<file path="src/rtl/nacpu_pkg.sv">
package nacpu_pkg;

    localparam int OPC_W = 4;

    localparam logic [OPC_W-1:0] OPC_ADD   = 4'h2;
    localparam logic [OPC_W-1:0] OPC_LOAD  = 4'h3;
    localparam logic [OPC_W-1:0] OPC_STORE = 4'h4;
    localparam logic [OPC_W-1:0] OPC_JUMP  = 4'h8;

    typedef enum logic [2:0] {
        ST_FETCH   = 3'd0,
        ST_DECODE  = 3'd1,
        ST_OPERAND = 3'd2,
        ST_ACCUM   = 3'd3,
        ST_WRITE   = 3'd4
    } nacpu_state_e;

endpackage

</file>
<file path="src/rtl/nacpu_ram.sv">
module nacpu_ram #(
    parameter int ADDR_W = 4,
    parameter int DATA_W = 8
) (
    input  logic              clk,
    input  logic              we,
    input  logic [ADDR_W-1:0] addr,
    input  logic [DATA_W-1:0] wdata,
    output logic [DATA_W-1:0] rdata
);
    localparam int DEPTH = 1 << ADDR_W;

    logic [DATA_W-1:0] cells [DEPTH];

    // One port: the read returns the value held before a same-edge write.
    always_ff @(posedge clk) begin
        if (we) begin
            cells[addr] <= wdata;
        end
        rdata <= cells[addr];
    end

endmodule

</file>
<file path="src/rtl/nacpu_ctrl.sv">
module nacpu_ctrl
    import nacpu_pkg::*;
(
    input  logic             clk,
    input  logic             rst_n,
    input  logic             hold,
    input  logic [OPC_W-1:0] word_opc,
    input  logic [OPC_W-1:0] held_opc,
    output nacpu_state_e     state,
    output logic             ir_load,
    output logic             sel_operand,
    output logic             mem_we,
    output logic             acc_load,
    output logic             acc_add,
    output logic             pc_inc,
    output logic             pc_jump
);
    nacpu_state_e nxt;
    logic         word_is_mem;

    assign word_is_mem = (word_opc == OPC_LOAD) || (word_opc == OPC_ADD) ||
                         (word_opc == OPC_STORE);

    // State register
    always_ff @(posedge clk or negedge rst_n) begin
        if (!rst_n) begin
            state <= ST_FETCH;
        end else begin
            state <= nxt;
        end
    end

    // Next state
    always_comb begin
        nxt = ST_FETCH;
        if (!hold) begin
            unique case (state)
                ST_FETCH:   nxt = ST_DECODE;
                ST_DECODE:  nxt = word_is_mem ? ST_OPERAND : ST_FETCH;
                ST_OPERAND: nxt = (held_opc == OPC_STORE) ? ST_WRITE : ST_ACCUM;
                ST_ACCUM:   nxt = ST_FETCH;
                ST_WRITE:   nxt = ST_FETCH;
                default:    nxt = ST_FETCH;
            endcase
        end
    end

    // Outputs
    always_comb begin
        ir_load     = 1'b0;
        sel_operand = 1'b0;
        mem_we      = 1'b0;
        acc_load    = 1'b0;
        acc_add     = 1'b0;
        pc_inc      = 1'b0;
        pc_jump     = 1'b0;
        if (!hold) begin
            unique case (state)
                ST_FETCH: ;
                ST_DECODE: begin
                    ir_load = 1'b1;
                    pc_jump = (word_opc == OPC_JUMP);
                    pc_inc  = !word_is_mem && (word_opc != OPC_JUMP);
                end
                ST_OPERAND: sel_operand = 1'b1;
                ST_ACCUM: begin
                    acc_load = (held_opc == OPC_LOAD);
                    acc_add  = (held_opc == OPC_ADD);
                    pc_inc   = 1'b1;
                end
                ST_WRITE: begin
                    sel_operand = 1'b1;
                    mem_we      = 1'b1;
                    pc_inc      = 1'b1;
                end
                default: ;
            endcase
        end
    end

    // the write state is entered only from the operand state
    p_write_after_operand_r10: assert property (@(posedge clk) disable iff (!rst_n)
        state == ST_WRITE |-> $past(state) == ST_OPERAND);

    // an active loader always sends the controller back to fetch
    p_hold_to_fetch_r8: assert property (@(posedge clk) disable iff (!rst_n)
        hold |=> state == ST_FETCH);

endmodule

</file>
<file path="src/rtl/nibble_acc_cpu.sv">
module nibble_acc_cpu
    import nacpu_pkg::*;
#(
    parameter int ADDR_W = 4,
    parameter int DATA_W = 8
) (
    input  logic              clk,
    input  logic              rst_n,
    input  logic              load_en,
    input  logic [ADDR_W-1:0] load_addr,
    input  logic [DATA_W-1:0] load_data,
    output logic [DATA_W-1:0] acc,
    output logic [ADDR_W-1:0] pc,
    output logic              running
);
    localparam int OPC_LSB = DATA_W - OPC_W;

    logic [DATA_W-1:0] rdata;
    logic [DATA_W-1:0] ram_wdata;
    logic [ADDR_W-1:0] ram_addr;
    logic              ram_we;
    logic [ADDR_W-1:0] pc_q;
    logic [ADDR_W-1:0] opr_q;
    logic [OPC_W-1:0]  opc_q;
    logic [DATA_W-1:0] acc_q;
    logic              run_q;

    nacpu_state_e state;
    logic ir_load, sel_operand, mem_we, acc_load, acc_add, pc_inc, pc_jump;

    nacpu_ctrl u_ctrl (
        .clk         (clk),
        .rst_n       (rst_n),
        .hold        (load_en),
        .word_opc    (rdata[DATA_W-1:OPC_LSB]),
        .held_opc    (opc_q),
        .state       (state),
        .ir_load     (ir_load),
        .sel_operand (sel_operand),
        .mem_we      (mem_we),
        .acc_load    (acc_load),
        .acc_add     (acc_add),
        .pc_inc      (pc_inc),
        .pc_jump     (pc_jump)
    );

    // Port steering: loader, then operand cell, then program counter
    always_comb begin
        if (load_en) begin
            ram_addr  = load_addr;
            ram_wdata = load_data;
            ram_we    = 1'b1;
        end else begin
            ram_addr  = sel_operand ? opr_q : pc_q;
            ram_wdata = acc_q;
            ram_we    = mem_we;
        end
    end

    nacpu_ram #(.ADDR_W(ADDR_W), .DATA_W(DATA_W)) u_ram (
        .clk   (clk),
        .we    (ram_we),
        .addr  (ram_addr),
        .wdata (ram_wdata),
        .rdata (rdata)
    );

    always_ff @(posedge clk or negedge rst_n) begin
        if (!rst_n) begin
            pc_q  <= '0;
            acc_q <= '0;
            opc_q <= '0;
            opr_q <= '0;
            run_q <= 1'b0;
        end else begin
            run_q <= !load_en;
            if (ir_load) begin
                opc_q <= rdata[DATA_W-1:OPC_LSB];
                opr_q <= rdata[ADDR_W-1:0];
            end
            if (pc_jump) begin
                pc_q <= rdata[ADDR_W-1:0];
            end else if (pc_inc) begin
                pc_q <= pc_q + 1'b1;
            end
            if (acc_load) begin
                acc_q <= rdata;
            end else if (acc_add) begin
                acc_q <= acc_q + rdata;
            end
        end
    end

    assign acc     = acc_q;
    assign pc      = pc_q;
    assign running = run_q;

    // loader edges leave the architectural state untouched
    p_loader_holds_r8: assert property (@(posedge clk) disable iff (!rst_n)
        load_en |=> $stable(pc_q) && $stable(acc_q));

    // the strobe comes one cycle after the address was set up
    p_store_setup_r10: assert property (@(posedge clk) disable iff (!rst_n)
        (mem_we && !load_en) |-> $past(ram_addr) == ram_addr);

    // addition wraps at the data width
    p_add_wraps_r3: assert property (@(posedge clk) disable iff (!rst_n)
        acc_add |=> acc_q == DATA_W'($past(acc_q) + $past(rdata)));

    // jump lands on the low nibble of the word just read
    p_jump_target_r5: assert property (@(posedge clk) disable iff (!rst_n)
        pc_jump |=> pc_q == $past(rdata[ADDR_W-1:0]));

    // running follows the loader with one register
    p_running_r9: assert property (@(posedge clk) disable iff (!rst_n)
        running |-> !$past(load_en));

endmodule

</file>
<file path="config.mk">
export PLATFORM = sky130hd
export DESIGN_NAME = nibble_acc_cpu
export DESIGN_NICKNAME = d
export VERILOG_FILES = /design/src/rtl/nacpu_pkg.sv /design/src/rtl/nacpu_ram.sv /design/src/rtl/nacpu_ctrl.sv /design/src/rtl/nibble_acc_cpu.sv
export SDC_FILE = /design/constraint.sdc
export NUM_CORES = 1
export LEC_CHECK = 0
export ABC_AREA = 1
export BUFFER_PORTS_ARGS = -buffer_cell sky130_fd_sc_hd__buf_2
export CORE_MARGIN = 5
export CORE_UTILIZATION = 60
export DETAILED_ROUTE_END_ITERATION = 10
export HOLD_SLACK_MARGIN = 0.08
export PLACE_DENSITY = 0.84
export SLEW_MARGIN = 20
export SYNTH_ARGS = -nofsm -noshare
export SYNTH_HDL_FRONTEND = slang
export SYNTH_SLANG_ARGS = --single-unit
</file>
<file path="constraint.sdc">
create_clock -name clk -period 4.8 [get_ports clk]
set_input_delay 0.24 -clock clk [delete_from_list [all_inputs] [get_ports clk]]
set_output_delay 0.24 -clock clk [all_outputs]
set_load 0.005 [all_outputs]
</file>
==> qor.json <==
{
  "clk_path_buf_depth": 2,
  "number_of_max_slew_violations_in_the_final_report": 0,
  "critPathCaptureType": "register",
  "power.density_cell_area_nw_per_um2": 540,
  "grt_max_degree": 67,
  "post-synth-top-area-cell": "edfxtp_1",
  "critPathRequiredTime_ps": 4860,
  "global_route_congestion_overflow_total": 0,
  "clk_transition_reported_paths_ps": 60,
  "cts_buffers": 17,
  "clk-insertion-delay-late_ps": 420,
  "grt_antenna_before_repair": 0,
  "synth_nets": 798,
  "tightestPinTransition_ps": 1060,
  "dr.max_layer_used": "met4",
  "crit_type": "register to register",
  "globalplace.congestion": 0.953,
  "floorplan.initialDensity": 0.612,
  "synthesis.area_sq_um": 7350,
  "crit_fanout": 35,
  "post-synth-top-count-cell": "nand2_1",
  "element_type_at_the_critical_path_start": "register",
  "synth_cells": 774,
  "synth_warnings": 0,
  "final_net_count": 816,
  "timing.final.crit_period_ps": 3400,
  "die_area_sq_um": 14600,
  "synth_cell_type_count": 36,
  "tritoncts": "done",
  "synth_top_cell_area_share": 0.523,
  "layout-drive-gt1-share": 0.102,
  "clock-skew-final_ps": 4.54,
  "avgRoutedWirePerCell_microns": 18.6,
  "core-area_sq_um": 12000,
  "row_count": 40,
  "regToRegEndpoint": "u_ram.cells[8][1]",
  "setup_violations": 0,
  "timing.reg2reg.worst_path_depth": 9,
  "remaining_antenna_violation_count": 0,
  "post-route-drc-count": 0,
  "drt_iter0_markers": 716,
  "fin_util": 0.674,
  "routed_via_density": 5.82,
  "cts_max_level": 4,
  "final_min_period_over_clock_period": 0.708,
  "detailroute.via_count": 5527,
  "total_leakage_power_uw": 0.00357,
  "crit-reg2reg-launch": "u_ctrl.state[1]",
  "synth-edff-count": 128,
  "worst_hold_startpoint": "load_en",
  "rsz0062_at_grt": "no",
  "synth_top_cells_by_count": "nand2_1, edfxtp_1, nand3_1",
  "cts_sinks": 160,
  "groute.usage.overall": 0.255,
  "run_status": "finished clean",
  "ys_seq_area_frac": 0.626,
  "postSynthAreaPerCell_sq_um": 9.50,
  "min_delay_worst_endpoint": "u_ctrl.state[1]",
  "route.final.wire_length_microns": 17700,
  "max-vdd-ir-drop_mv": 0.328,
  "hold_viol": 0,
  "dp_hpwl_microns": 11300,
  "io-pin-count": 28,
  "yosys_register_bits": 160,
  "areaGrowthSynthToFinish_pct": 10.2,
  "die_h_microns": 121,
  "synth-main-ff-cell": "edfxtp_1",
  "via_count_of_the_first_global_routing_pass": 5406,
  "clock-root-buffer": "clkbuf_16",
  "drt-pass1-iter-count": 6,
  "antennaDiodeCount": 0,
  "synthArstFlopShare": 0.150,
  "met3RoutedLength_microns": 1340,
  "io_buffers": 27,
  "timing.max_slew.rel_slack": 0.292,
  "maxCapViolations": 0,
  "r2r_setup_slack_ps": 1400,
  "die_width_microns": 121,
  "worstHoldPathType": "input pin to register",
  "grt_first_pass_wirelength_microns": 28000,
  "timing.setup.tns_ps": 0,
  "post_synth_main_area_contributors": "edfxtp_1, nand2_1, dfrtp_1, nand3_1, inv_1",
  "wire_length_on_met1_microns": 7180,
  "critPathArrivalTime_ps": 3460,
  "hold_path_depth": 2,
  "achievable-frequency_ghz": 0.294,
  "met2_length_microns": 8510
}
==> per-stage QoR <==
stage / total power, uW / cell area, sq um / setup WS (ps) / hold WS (ps) / std cells
after detailed placement: 3040 / 7520 / 1460 / 261 / 919
after CTS: 4360 / 8100 / 1440 / 263 / 949
after global placement: 3000 / 7520 / 1650 / 250 / 919
after global routing: 4620 / 8100 / 1100 / 327 / 949
after floorplan: 2720 / 7350 / 2640 / -55.6 / 774
final: 4370 / 8100 / 1400 / 278 / 949
==> power breakdown <==
part | leakage (uW) | internal, uW | total, uW | switching (uW)
clock network | 0.000279 | 809 | 1320 | 515
logic | 0.00176 | 367 | 1190 | 820
registers | 0.00153 | 1720 | 1860 | 139
total | 0.00357 | 2900 | 4370 | 1470
==> flip-flops by register name, indices dropped and copies added (netlist names) <==
signal / flops
u_ram.cells: 128
running: 1
pc: 4
opr_q: 4
acc: 8
u_ram.rdata: 8
opc_q: 4
u_ctrl.state: 3
==> area by class of cell <==
cell class,instances,area [sq um]
Fill cell,916,3910
Clock inverter,10,139
Inverter,57,214
Sequential cell,160,4600
Clock buffer,19,433
Tap cell,147,184
Timing Repair Buffer,31,168
Multi-Input combinational cell,525,2360
==> how the worst max path moves through the flow <==
stage / startpoint / to / slack [ps]
5_1_grt: u_ctrl.state[1] / u_ram.cells[1][5] / 1100
2_1_floorplan: u_ctrl.state[1] / u_ram.cells[4][0] / 2640
6_report: u_ctrl.state[1] / u_ram.cells[8][1] / 1400
4_1_cts: u_ctrl.state[1] / u_ram.cells[1][1] / 1440
3_5_place_dp: u_ctrl.state[1] / u_ram.cells[1][4] / 1460
3_3_place_gp: u_ctrl.state[1] / u_ram.cells[8][0] / 1650
==> worst max-delay path, stage by stage (launching register included) <==
cell and delay, ps:
dfrtp_1 420, nor2_1 180, nand2_2 130, nand2_4 130, a21oi_1 70, o21ai_1 120, nand2_2 390, inv_2 570
nand4_1 390, nor2_1 630
==> cell usage in the layout, fill, tap and decap left out, types with 2 or more instances in the layout <==
| master | Yosys | final |
|---|---|---|
| nand2_1 | 332 | 331 |
| bufinv_16 | 0 | 3 |
| nand3_2 | 2 | 2 |
| inv_2 | 6 | 6 |
| nand3_1 | 73 | 73 |
| edfxtp_1 | 128 | 128 |
| clkbuf_16 | 0 | 17 |
| o21ai_2 | 2 | 6 |
| inv_6 | 0 | 2 |
| xnor2_1 | 4 | 4 |
| nor3_1 | 4 | 4 |
| ha_1 | 8 | 8 |
| a31oi_1 | 3 | 3 |
| nor2_1 | 29 | 29 |
| a21oi_1 | 14 | 14 |
| o21ai_1 | 3 | 3 |
| nand4_1 | 4 | 4 |
| buf_4 | 2 | 3 |
| dfxtp_1 | 8 | 8 |
| nor2_2 | 3 | 3 |
| buf_2 | 14 | 27 |
| xor2_1 | 3 | 3 |
| o22ai_1 | 3 | 3 |
| clkinv_2 | 0 | 3 |
| inv_1 | 51 | 51 |
| clkbuf_1 | 9 | 2 |
| nand2_2 | 4 | 5 |
| dfrtp_1 | 24 | 24 |
| o21ai_0 | 25 | 21 |
==> routing by layer <==
layer	vias to the layer above	track usage
li1	2577	-
met1	2610	0.327
met2	293	0.417
met3	47	0.0594
met4	0	0.114
met5	-	0
==> what timing repair did <==
item                                    4_1_cts  5_1_grt
endpoints found under the hold margin        24        0
gates resized for setup                       0        0
endpoints found under the setup margin        0        0
hold buffers                                  1        0
buffers inserted                              0        0
==> cells by family (layout without fill, tap and decap cells) <==
kind of cell,after synthesis,in the layout,share of synthesized area
AOI/OAI and AO/OA,53,53,0.0393
DFF,160,160,0.626
buffers and inverters,89,117,0.0550
xor gates and xnor gates,7,7,0.00834
and+or+nand+nor,455,455,0.253
adders and majority gates,9,9,0.0163
muxes,1,1,0.00153
Note: power is estimated with default switching activity, not from simulation.
